===== src/rtl/sm_opr_pkg.sv =====
package sm_opr_pkg;

   // Operation codes of the operate class (completed operand value)
   localparam int unsigned OPC_REV  = 'h00;
   localparam int unsigned OPC_ADD  = 'h05;
   localparam int unsigned OPC_SUB  = 'h0C;
   localparam int unsigned OPC_FP0  = 'h18;
   localparam int unsigned OPC_LDPI = 'h1B;
   localparam int unsigned OPC_FP1  = 'h1C;
   localparam int unsigned OPC_BCNT = 'h34;
   localparam int unsigned OPC_GAJW = 'h3C;
   localparam int unsigned OPC_WCNT = 'h3F;
   localparam int unsigned OPC_MINT = 'h42;

   // Widest code value above needs this many bits
   localparam int unsigned OPC_MIN_W = 7;

   // Number of front-pointer registers
   localparam int unsigned FP_COUNT = 2;

   typedef enum logic [3:0] {
      K_REV, K_ADD, K_SUB, K_LDPI, K_MINT,
      K_BCNT, K_WCNT, K_GAJW, K_FP0, K_FP1, K_ILL
   } opr_kind_e;

endpackage


===== src/rtl/sm_opr_decode.sv =====
module sm_opr_decode
   import sm_opr_pkg::*;
#(
   parameter int unsigned CODE_W = 8
) (
   input  logic [CODE_W-1:0] code,
   output opr_kind_e         kind,
   output logic              illegal
);

   localparam logic [CODE_W-1:0] C_REV  = CODE_W'(OPC_REV);
   localparam logic [CODE_W-1:0] C_ADD  = CODE_W'(OPC_ADD);
   localparam logic [CODE_W-1:0] C_SUB  = CODE_W'(OPC_SUB);
   localparam logic [CODE_W-1:0] C_LDPI = CODE_W'(OPC_LDPI);
   localparam logic [CODE_W-1:0] C_MINT = CODE_W'(OPC_MINT);
   localparam logic [CODE_W-1:0] C_BCNT = CODE_W'(OPC_BCNT);
   localparam logic [CODE_W-1:0] C_WCNT = CODE_W'(OPC_WCNT);
   localparam logic [CODE_W-1:0] C_GAJW = CODE_W'(OPC_GAJW);
   localparam logic [CODE_W-1:0] C_FP0  = CODE_W'(OPC_FP0);
   localparam logic [CODE_W-1:0] C_FP1  = CODE_W'(OPC_FP1);

   always_comb begin
      case (code)
         C_REV:   kind = K_REV;
         C_ADD:   kind = K_ADD;
         C_SUB:   kind = K_SUB;
         C_LDPI:  kind = K_LDPI;
         C_MINT:  kind = K_MINT;
         C_BCNT:  kind = K_BCNT;
         C_WCNT:  kind = K_WCNT;
         C_GAJW:  kind = K_GAJW;
         C_FP0:   kind = K_FP0;
         C_FP1:   kind = K_FP1;
         default: kind = K_ILL;
      endcase
   end

   assign illegal = (kind == K_ILL);

endmodule


===== src/rtl/sm_opr_arith.sv =====
module sm_opr_arith #(
   parameter int unsigned DATA_W = 32
) (
   input  logic [DATA_W-1:0] top,      // A
   input  logic [DATA_W-1:0] second,   // B
   output logic [DATA_W-1:0] sum,      // B + A
   output logic [DATA_W-1:0] diff,     // B - A
   output logic              ovf_add,
   output logic              ovf_sub
);

   localparam int unsigned MSB = DATA_W - 1;

   assign sum  = second + top;
   assign diff = second - top;

   // Signed overflow: operands agree in sign (add) or differ (sub),
   // and the result sign departs from that of B.
   assign ovf_add = (second[MSB] == top[MSB]) && (sum[MSB]  != second[MSB]);
   assign ovf_sub = (second[MSB] != top[MSB]) && (diff[MSB] != second[MSB]);

endmodule


===== src/rtl/sm_opr_shuffle.sv =====
module sm_opr_shuffle
   import sm_opr_pkg::*;
#(
   parameter int unsigned DATA_W = 32
) (
   input  opr_kind_e           kind,
   input  logic [DATA_W-1:0]   a,
   input  logic [DATA_W-1:0]   b,
   input  logic [DATA_W-1:0]   c,
   input  logic [DATA_W-1:0]   w,
   input  logic [DATA_W-1:0]   nip,
   input  logic [DATA_W-1:0]   sum,
   input  logic [DATA_W-1:0]   diff,
   output logic [DATA_W-1:0]   na,
   output logic [DATA_W-1:0]   nb,
   output logic [DATA_W-1:0]   nc,
   output logic [DATA_W-1:0]   nw,
   output logic [FP_COUNT-1:0] fp_we,
   output logic [DATA_W-1:0]   fp_wd
);

   localparam int unsigned       ALIGN      = $clog2(DATA_W / 8);
   localparam logic [DATA_W-1:0] LOW_MASK   = DATA_W'((1 << ALIGN) - 1);
   localparam logic [DATA_W-1:0] ALIGN_MASK = ~LOW_MASK;
   localparam logic [DATA_W-1:0] MIN_INT    = {1'b1, {(DATA_W-1){1'b0}}};

   always_comb begin
      na    = a;
      nb    = b;
      nc    = c;
      nw    = w;
      fp_we = '0;
      fp_wd = a;
      case (kind)
         K_REV:  begin na = b;          nb = a;             end
         K_ADD:  begin na = sum;        nb = c;             end
         K_SUB:  begin na = diff;       nb = c;             end
         K_LDPI: begin na = a + nip;                        end
         K_MINT: begin na = MIN_INT;    nb = a;    nc = b;  end
         K_BCNT: begin na = a << ALIGN;                     end
         K_WCNT: begin na = a >> ALIGN; nb = a & LOW_MASK; nc = b; end
         K_GAJW: begin nw = a & ALIGN_MASK; na = w;         end
         K_FP0:  begin fp_we[0] = 1'b1; na = b; nb = c;     end
         K_FP1:  begin fp_we[1] = 1'b1; na = b; nb = c;     end
         default: ;
      endcase
   end

endmodule


===== src/rtl/sm_opr_unit.sv =====
module sm_opr_unit
   import sm_opr_pkg::*;
#(
   parameter int unsigned DATA_W = 32,
   parameter int unsigned CODE_W = 8
) (
   input  logic              clk,
   input  logic              rst_n,
   input  logic              op_valid,
   input  logic [CODE_W-1:0] op_code,
   input  logic [DATA_W-1:0] a_in,
   input  logic [DATA_W-1:0] b_in,
   input  logic [DATA_W-1:0] c_in,
   input  logic [DATA_W-1:0] wptr_in,
   input  logic [DATA_W-1:0] next_iptr,
   output logic              res_valid,
   output logic [DATA_W-1:0] a_out,
   output logic [DATA_W-1:0] b_out,
   output logic [DATA_W-1:0] c_out,
   output logic [DATA_W-1:0] wptr_out,
   output logic [DATA_W-1:0] fptr0_out,
   output logic [DATA_W-1:0] fptr1_out,
   output logic              err_out,
   output logic              illegal_out
);

   localparam int unsigned ALIGN = $clog2(DATA_W / 8);

   // Elaboration-time parameter checks
   if ((DATA_W < 16) || ((DATA_W % 8) != 0)) begin : g_bad_data_w
      $error("sm_opr_unit: DATA_W must be a multiple of 8 and at least 16");
   end
   if (CODE_W < OPC_MIN_W) begin : g_bad_code_w
      $error("sm_opr_unit: CODE_W too narrow for the operation codes");
   end

   opr_kind_e                kind;
   logic                     illegal;
   logic [DATA_W-1:0]        sum, diff, na, nb, nc, nw, fp_wd;
   logic                     ovf_add, ovf_sub, ovf_hit;
   logic [FP_COUNT-1:0]      fp_we;
   logic [DATA_W-1:0]        fp_q [FP_COUNT];

   sm_opr_decode #(.CODE_W(CODE_W)) u_decode (
      .code    (op_code),
      .kind    (kind),
      .illegal (illegal)
   );

   sm_opr_arith #(.DATA_W(DATA_W)) u_arith (
      .top     (a_in),
      .second  (b_in),
      .sum     (sum),
      .diff    (diff),
      .ovf_add (ovf_add),
      .ovf_sub (ovf_sub)
   );

   sm_opr_shuffle #(.DATA_W(DATA_W)) u_shuffle (
      .kind  (kind),
      .a     (a_in),
      .b     (b_in),
      .c     (c_in),
      .w     (wptr_in),
      .nip   (next_iptr),
      .sum   (sum),
      .diff  (diff),
      .na    (na),
      .nb    (nb),
      .nc    (nc),
      .nw    (nw),
      .fp_we (fp_we),
      .fp_wd (fp_wd)
   );

   assign ovf_hit = ((kind == K_ADD) && ovf_add) || ((kind == K_SUB) && ovf_sub);

   // Stack, workspace, handshake and sticky error
   always_ff @(posedge clk or negedge rst_n) begin
      if (!rst_n) begin
         res_valid   <= 1'b0;
         illegal_out <= 1'b0;
         err_out     <= 1'b0;
         a_out       <= '0;
         b_out       <= '0;
         c_out       <= '0;
         wptr_out    <= '0;
      end else begin
         res_valid   <= op_valid;
         illegal_out <= op_valid && illegal;
         if (op_valid) begin
            a_out    <= na;
            b_out    <= nb;
            c_out    <= nc;
            wptr_out <= nw;
            if (ovf_hit) err_out <= 1'b1;
         end
      end
   end

   // Front-pointer registers
   for (genvar gi = 0; gi < FP_COUNT; gi++) begin : g_fp
      always_ff @(posedge clk or negedge rst_n) begin
         if (!rst_n)                    fp_q[gi] <= '0;
         else if (op_valid && fp_we[gi]) fp_q[gi] <= fp_wd;
      end
   end

   assign fptr0_out = fp_q[0];
   assign fptr1_out = fp_q[1];

   // Assertions
   assert_res_latency_R1: assert property (@(posedge clk) disable iff (!rst_n)
      op_valid |=> res_valid);
   assert_no_spurious_R1: assert property (@(posedge clk) disable iff (!rst_n)
      !op_valid |=> !res_valid);
   assert_err_sticky_R5: assert property (@(posedge clk) disable iff (!rst_n)
      err_out |=> err_out);
   assert_ill_in_result_R11: assert property (@(posedge clk) disable iff (!rst_n)
      illegal_out |-> res_valid);
   assert_ill_passthru_R11: assert property (@(posedge clk) disable iff (!rst_n)
      illegal_out |-> (a_out == $past(a_in) && b_out == $past(b_in) &&
                       c_out == $past(c_in) && wptr_out == $past(wptr_in)));
   assert_fp_quiet_R10: assert property (@(posedge clk) disable iff (!rst_n)
      !res_valid |-> ($stable(fptr0_out) && $stable(fptr1_out)));
   assert_gajw_align_R9: assert property (@(posedge clk) disable iff (!rst_n)
      (res_valid && $past(op_code) == CODE_W'(OPC_GAJW)) |-> (wptr_out[ALIGN-1:0] == '0));
   assert_mint_push_R7: assert property (@(posedge clk) disable iff (!rst_n)
      (res_valid && $past(op_code) == CODE_W'(OPC_MINT)) |->
         (a_out == {1'b1, {(DATA_W-1){1'b0}}} && b_out == $past(a_in) && c_out == $past(b_in)));

endmodule


===== config.mk =====
export PLATFORM = sky130hd
export DESIGN_NAME = sm_opr_unit
export DESIGN_NICKNAME = d
export VERILOG_FILES = /design/src/rtl/sm_opr_pkg.sv /design/src/rtl/sm_opr_decode.sv /design/src/rtl/sm_opr_arith.sv /design/src/rtl/sm_opr_shuffle.sv /design/src/rtl/sm_opr_unit.sv
export SDC_FILE = /design/constraint.sdc
export NUM_CORES = 1
export LEC_CHECK = 0
export ABC_AREA = 1
export CORE_MARGIN = 1
export CORE_UTILIZATION = 50
export CTS_CLUSTER_DIAMETER = 40
export DETAILED_ROUTE_END_ITERATION = 8
export PLACE_DENSITY = 0.78
export SLEW_MARGIN = 10
export SYNTH_ARGS = -nofsm -noshare
export SYNTH_HDL_FRONTEND = slang
export SYNTH_HIERARCHICAL = 1
export SYNTH_SLANG_ARGS = --single-unit

===== constraint.sdc =====
create_clock -name clk -period 1.5 [get_ports clk]
set_input_delay 0.15 -clock clk [delete_from_list [all_inputs] [get_ports clk]]
set_output_delay 0.15 -clock clk [all_outputs]
set_load 0.1 [all_outputs]

==> results of run 1 <==
[synth_stat cells (8+ instances only)]
master / instances
sky130_fd_sc_hd__nor3_1: 23
sky130_fd_sc_hd__buf_4: 39
sky130_fd_sc_hd__mux2_4: 98
sky130_fd_sc_hd__a22oi_1: 30
sky130_fd_sc_hd__xor2_1: 32
sky130_fd_sc_hd__ha_1: 93
sky130_fd_sc_hd__dfrtp_1: 195
sky130_fd_sc_hd__buf_12: 11
sky130_fd_sc_hd__buf_6: 8
sky130_fd_sc_hd__nand4_1: 29
sky130_fd_sc_hd__nand3_1: 100
sky130_fd_sc_hd__o2111ai_1: 9
sky130_fd_sc_hd__o211ai_1: 11
sky130_fd_sc_hd__a211oi_1: 15
sky130_fd_sc_hd__nand2_2: 14
sky130_fd_sc_hd__inv_2: 10
sky130_fd_sc_hd__o21bai_1: 14
sky130_fd_sc_hd__nor2_1: 193
sky130_fd_sc_hd__mux2_2: 50
sky130_fd_sc_hd__o21ai_0: 183
sky130_fd_sc_hd__inv_1: 425
sky130_fd_sc_hd__a22o_1: 12
sky130_fd_sc_hd__nand2_1: 754
sky130_fd_sc_hd__buf_2: 35
sky130_fd_sc_hd__clkbuf_2: 9
sky130_fd_sc_hd__clkbuf_1: 20
sky130_fd_sc_hd__o22ai_1: 13
sky130_fd_sc_hd__a221oi_1: 10
sky130_fd_sc_hd__a21oi_1: 94
[stage by stage]
step | utilization | instance area, um2
4_1_cts | 0.916 | 32700
3_5_place_dp | 0.776 | 27700
3_3_place_gp | 0.776 | 27700
2_1_floorplan | - | 19100
[routing by layer]
metal	overflow	GRT usage
met5	0	0.536
met4	4	0.743
met3	3	0.661
met2	6	0.921
met1	0	0.783
[cells by family after synthesis]
kind of cell | share of synthesized area
AND/OR/NAND/NOR | 0.259
buffers and inverters | 0.140
AO/OA/AOI/OAI | 0.137
flip-flops | 0.269
multiplexers | 0.112
adder cells (fa/ha/maj) | 0.0674
XOR/XNOR | 0.0164
[timing repair]
action / CTS
hold buffers: 1
pin swaps: 255
gates cloned: 18
endpoints found under the setup margin: 193
buffers inserted: 122
resized for setup: 1051
hold endpoints to repair: 195
==> run summary, run 1 <==
Run status
- outcome: did not finish
- stage at which the flow ended: global routing
- tool error message: [ERROR GRT-0116] Global routing finished with congestion. Check the congestion regions in the DRC Viewer.

Clocking
- CTS root buf: sky130_fd_sc_hd__clkbuf_16
- number of H-tree levels: 4
- number of buffers created by CTS: 17
- maximum buffer depth of the clock tree: 2
- # clock sinks: 195

Global routing
- vias in the first global route: 30100
- global-route wire length before repair: 210000 um
- aggregate global-route resource usage: 0.784
- GRT overflow: 13
- pin count of the biggest net entering global routing: 65

Place
- number of cells in the design after placement: 3743
- Buffers on Ports: 365
- HPWL after detailed placement: 76000 um
- pre-CTS worst setup slack: -1.86 ns
- GP Congestion: 1.15

Synthesis
- share of the synthesized area in the top cell type: 0.269
- prevailing post-synth register cell: sky130_fd_sc_hd__dfrtp_1
- synthesized area per cell: 6.99 um2
- number of unique standard cell types used by synthesis: 53
- Synth async-reset ratio: 1.00
- Post-Synthesis Cells: 2598
- netlist area before placement: 18200 um2
- register bit count reported by yosys: 195
- number of enable-type register cells in the synthesized netlist: 0
- net count after synthesis: 2865
- ranking of synthesized cells by area: sky130_fd_sc_hd__dfrtp_1 27%, sky130_fd_sc_hd__nand2_1 16%, sky130_fd_sc_hd__inv_1 8.8%
- post-synthesis sequential area ratio: 0.269
- area leader, netlist: sky130_fd_sc_hd__dfrtp_1
- count of synthesis-stage warnings from yosys: 6

Floorplanning
- effective utilization at floorplan: 0.509
- DIE HEIGHT: 193 um
- I/O Pins: 366
- placement row count: 69
- x dimension of the die: 193 um

==> run 2: changes to the inputs <==
Settings changed: CORE_UTILIZATION 50 to 35, CTS_CLUSTER_DIAMETER 40 to not set, PLACE_DENSITY 0.78 to not set, PLACE_DENSITY_LB_ADDON set to 0.15.
==> run 2 against run 1 <==
  * The flow now finishes, with violations (negative setup slack)
  * Area after synthesis is the same
  * Synthesized cell count did not move
==> run summary, run 2 <==
Run status
- outcome: complete, but fails checks
- violations in the final reports: negative setup slack

Synthesis
- area leader, netlist: sky130_fd_sc_hd__dfrtp_1
- ranking of synthesized cells by area: sky130_fd_sc_hd__dfrtp_1 27%, sky130_fd_sc_hd__nand2_1 16%, sky130_fd_sc_hd__inv_1 8.8%
- Post-Synthesis Cells: 2598, unchanged
- register bit count reported by yosys: 195, unchanged
- share of the synthesized area in the top cell type: 0.269, unchanged
- prevailing post-synth register cell: sky130_fd_sc_hd__dfrtp_1
- number of unique standard cell types used by synthesis: 53, unchanged
- most used standard cells in the synthesized netlist: 754 x sky130_fd_sc_hd__nand2_1, 425 x sky130_fd_sc_hd__inv_1, 195 x sky130_fd_sc_hd__dfrtp_1
- xor/xnor share of the synthesized area: 0.0164, unchanged
- mux cell area share after synthesis: 0.112, unchanged
- synthesized area per cell: 6.99 um2, unchanged
- count of synthesis-stage warnings from yosys: 6, unchanged
- net count after synthesis: 2865, unchanged
- Synth async-reset ratio: 1.00, unchanged
- compound-cell area share of the yosys netlist: 0.137, unchanged
- Synth Area in Adders: 0.0674, unchanged
- largest family of logic cells by synthesized area: simple AND/OR/NAND/NOR gates
- Post-Synth Simple-Gate Area: 0.259, unchanged
- post-synthesis sequential area ratio: 0.269, unchanged
- netlist area before placement: 18200 um2, unchanged
- number of enable-type register cells in the synthesized netlist: 0, unchanged
- count leader, synth: sky130_fd_sc_hd__nand2_1

STA
- Worst-Margin Slew: 0.428 ns
- Peak Freq: 464 MHz
- Worst Clk Skew: 0 ns
- worst slew margin relative to its limit: 0.715
- final hold violations: 0
- post-layout worst setup margin: -0.655 ns
- final cycle utilization of the critical path: 1.44
- RSZ-0062 raised after global routing: true
- endpoints failing setup: 193
- post-route setup TNS: -81.97 ns
- post-route worst hold slack: 0.105 ns
- number of max-slew violations in the final report: 0
- shortest clock period the worst path allows after layout: 2.15 ns

Setup path
- cell type with the highest occurrence count on the critical path: sky130_fd_sc_hd__nand2_4
- Max Fanout on Critical Path: 4
- count of cells along the worst register-to-register path: 1
- Cell Chain, Critical Path: buf_8, clkinvlp_4, ha_4, buf_6, nand2_4, nand2_4, buf_6, nand2_4, nand2_4, nand2_4, nand3_4, a21oi_4, nand2_1, nand2_1, nand2_2, a22o_1, nor3_2, a21oi_2, mux2_4
- Crit path arrival time: 2.53 ns
- Crit Path Class: input port to flop
- data required time of the worst path: 1.87 ns
- kind of end point of the critical path: flop
- Crit-path slowest cell: sky130_fd_sc_hd__ha_4
- stage delay of the slowest cell on the critical path: 0.31 ns
- type of element launching the critical path: input port

Floorplanning
- I/O Pins: 366, unchanged
- area of the die: 52800 um2
- x dimension of the die: 230 um, +19%
- effective utilization at floorplan: 0.354, -0.155
- DIE HEIGHT: 230 um, +19%
- placement row count: 83, +20%
- core area: 51300 um2

Pwr
- IR Drop Worst-Case VDD: 0.000843 V
- pwr dens: 848 nW/um2
- leakage power: 17.6 nW

Min path
- number of cells on the worst hold path: 2
- class of the most critical hold timing path: input port to flop

Routing
- drt wl/cell: 25.8 um
- wire length reported by the detailed router: 110000 um
- via count normalized by instance count: 5.44
- number of detailed-routing iterations run before antenna repair: 5
- overall via count from detail_route: 23200
- DRT antenna net count: 0
- starting DRC count in detailed routing: 2241
- final routed DRC violation total: 0

Place
- HPWL after detailed placement: 82900 um, +9.0%
- Buffers on Ports: 365, unchanged
- GP Congestion: 0.988, -14%

Global routing
- aggregate global-route resource usage: 0.381
- pin count of the biggest net entering global routing: 65
- global-route wire length before repair: 148000 um
- initial antenna violation count: 6
- GRT overflow: 0
- vias in the first global route: 22200

Clocking
- maximum buffer depth of the clock tree: 2, unchanged
- CTS tree: built
- # clock sinks: 195, unchanged
- insertion delay of the later-clocked pin in the worst-skew pair: 0.46 ns
- CTS root buf: sky130_fd_sc_hd__clkbuf_16
- number of H-tree levels: 4, unchanged
- number of buffers created by CTS: 17, unchanged
- clock input transition at the sequential cells of the worst setup and hold paths: 0.10 ns

Layout
- area added between synthesis and finish: 96.7%
- commonest non-fill, non-tap cells in the layout: 504 x sky130_fd_sc_hd__buf_4, 502 x sky130_fd_sc_hd__nand2_1, 329 x sky130_fd_sc_hd__inv_1, 239 x sky130_fd_sc_hd__buf_12, 195 x sky130_fd_sc_hd__dfrtp_1
- fin nets: 3829
- multi-input combinational cell area: 15500 um2
- fill count: 3905
- layout cell share with drive strength beyond 1: 0.557
- area of all sequential standard cells: 4880 um2
- most frequent standard cell in the layout excluding fill and tap cells: sky130_fd_sc_hd__buf_4

Job
- count of max-cap constraint violations: 0

-- run 2: worst paths after layout --
path / to / slack (ns) / startpoint
worst max-delay path: a_out[27] / -0.65 / a_in[12]
worst max register to register: a_out[19] / 0.55 / a_out[19]
worst min register to register: fptr0_out[20] / 0.56 / fptr0_out[20]
worst min-delay path: wptr_out[22] / 0.10 / op_valid
max in group asynchronous: fptr1_out[2] / 0.73 / rst_n
min in group asynchronous: fptr0_out[18] / 0.15 / rst_n
-- run 2: timing repair --
action	CTS	global route
endpoints found under the hold margin	195	0
pin swaps	285	208
setup buffers	107	55
gates cloned	4	26
hold buffers	1	0
setup endpoints to repair	193	193
resized for setup	1069	512
-- run 2: per-stage QoR --
step | area (um2) | worst slack [ns] | total power, mW | cells | utilization
after floorplan | 19100 | -0.616 | 15.6 | 2598 | -
after global placement | 28600 | -2.06 | 22.8 | 4049 | 0.557
after detailed placement | 28600 | -2.09 | 22.9 | 4049 | 0.557
after CTS | 33200 | -0.631 | 29.4 | 4187 | 0.647
after global routing | 35700 | -0.760 | 31.2 | 4255 | 0.696
final | 35700 | -0.655 | 30.3 | 4257 | 0.696
-- run 2: report_power, final --
part | internal (mW) | switching [mW]
Combinational | 7.36 | 11.0
Sequential | 5.96 | 0.999
Clock | 2.45 | 2.58
-- run 2: final cells by class --
type                    instances  share of cell area
diodes                          2            0.000140
well taps                     680              0.0238
repair inverters                3            0.000700
clock inverters                15             0.00567
clock buffers                  17              0.0119
multi-input cells            1849               0.433
repair buffers               1061               0.338
flip-flops and latches        195               0.137
inverters                     435              0.0505
-- run 2: per-layer routing --
| metal | share of wire | global-route usage | vias up | routed length, um |
|---|---|---|---|---|
| met5 | 0 | 0 | - | 0 |
| met4 | 0.040 | 0.106 | 0 | 4430 |
| met3 | 0.085 | 0.0610 | 247 | 9350 |
| met2 | 0.45 | 0.603 | 1253 | 49700 |
| met1 | 0.42 | 0.533 | 11400 | 46300 |
| li1 | - | - | 10300 | - |
-- run 2: logic make-up after synthesis --
kind of cell               Yosys count
buffers and inverters              558
and+or+nand+nor                   1146
adders and majority gates           96
xor gates and xnor gates            34
AOI/OAI and AO/OA                  421
DFF                                195
muxes                              148
-- run 2: critical path: cells and delay by family --
family | cells | cell delay, ns
muxes | 1 | 0.25
and+or+nand+nor | 10 | 0.85
adders and majority gates | 1 | 0.31
AOI/OAI and AO/OA | 3 | 0.50
buffers and inverters | 4 | 0.48
(Power assumes the default switching activity.)
==> run 3: changes to the inputs <==
Settings changed: HOLD_SLACK_MARGIN set to 0.08.
==> results of run 3 <==
The final DEF is identical to that of run 2; final timing and power are the same.
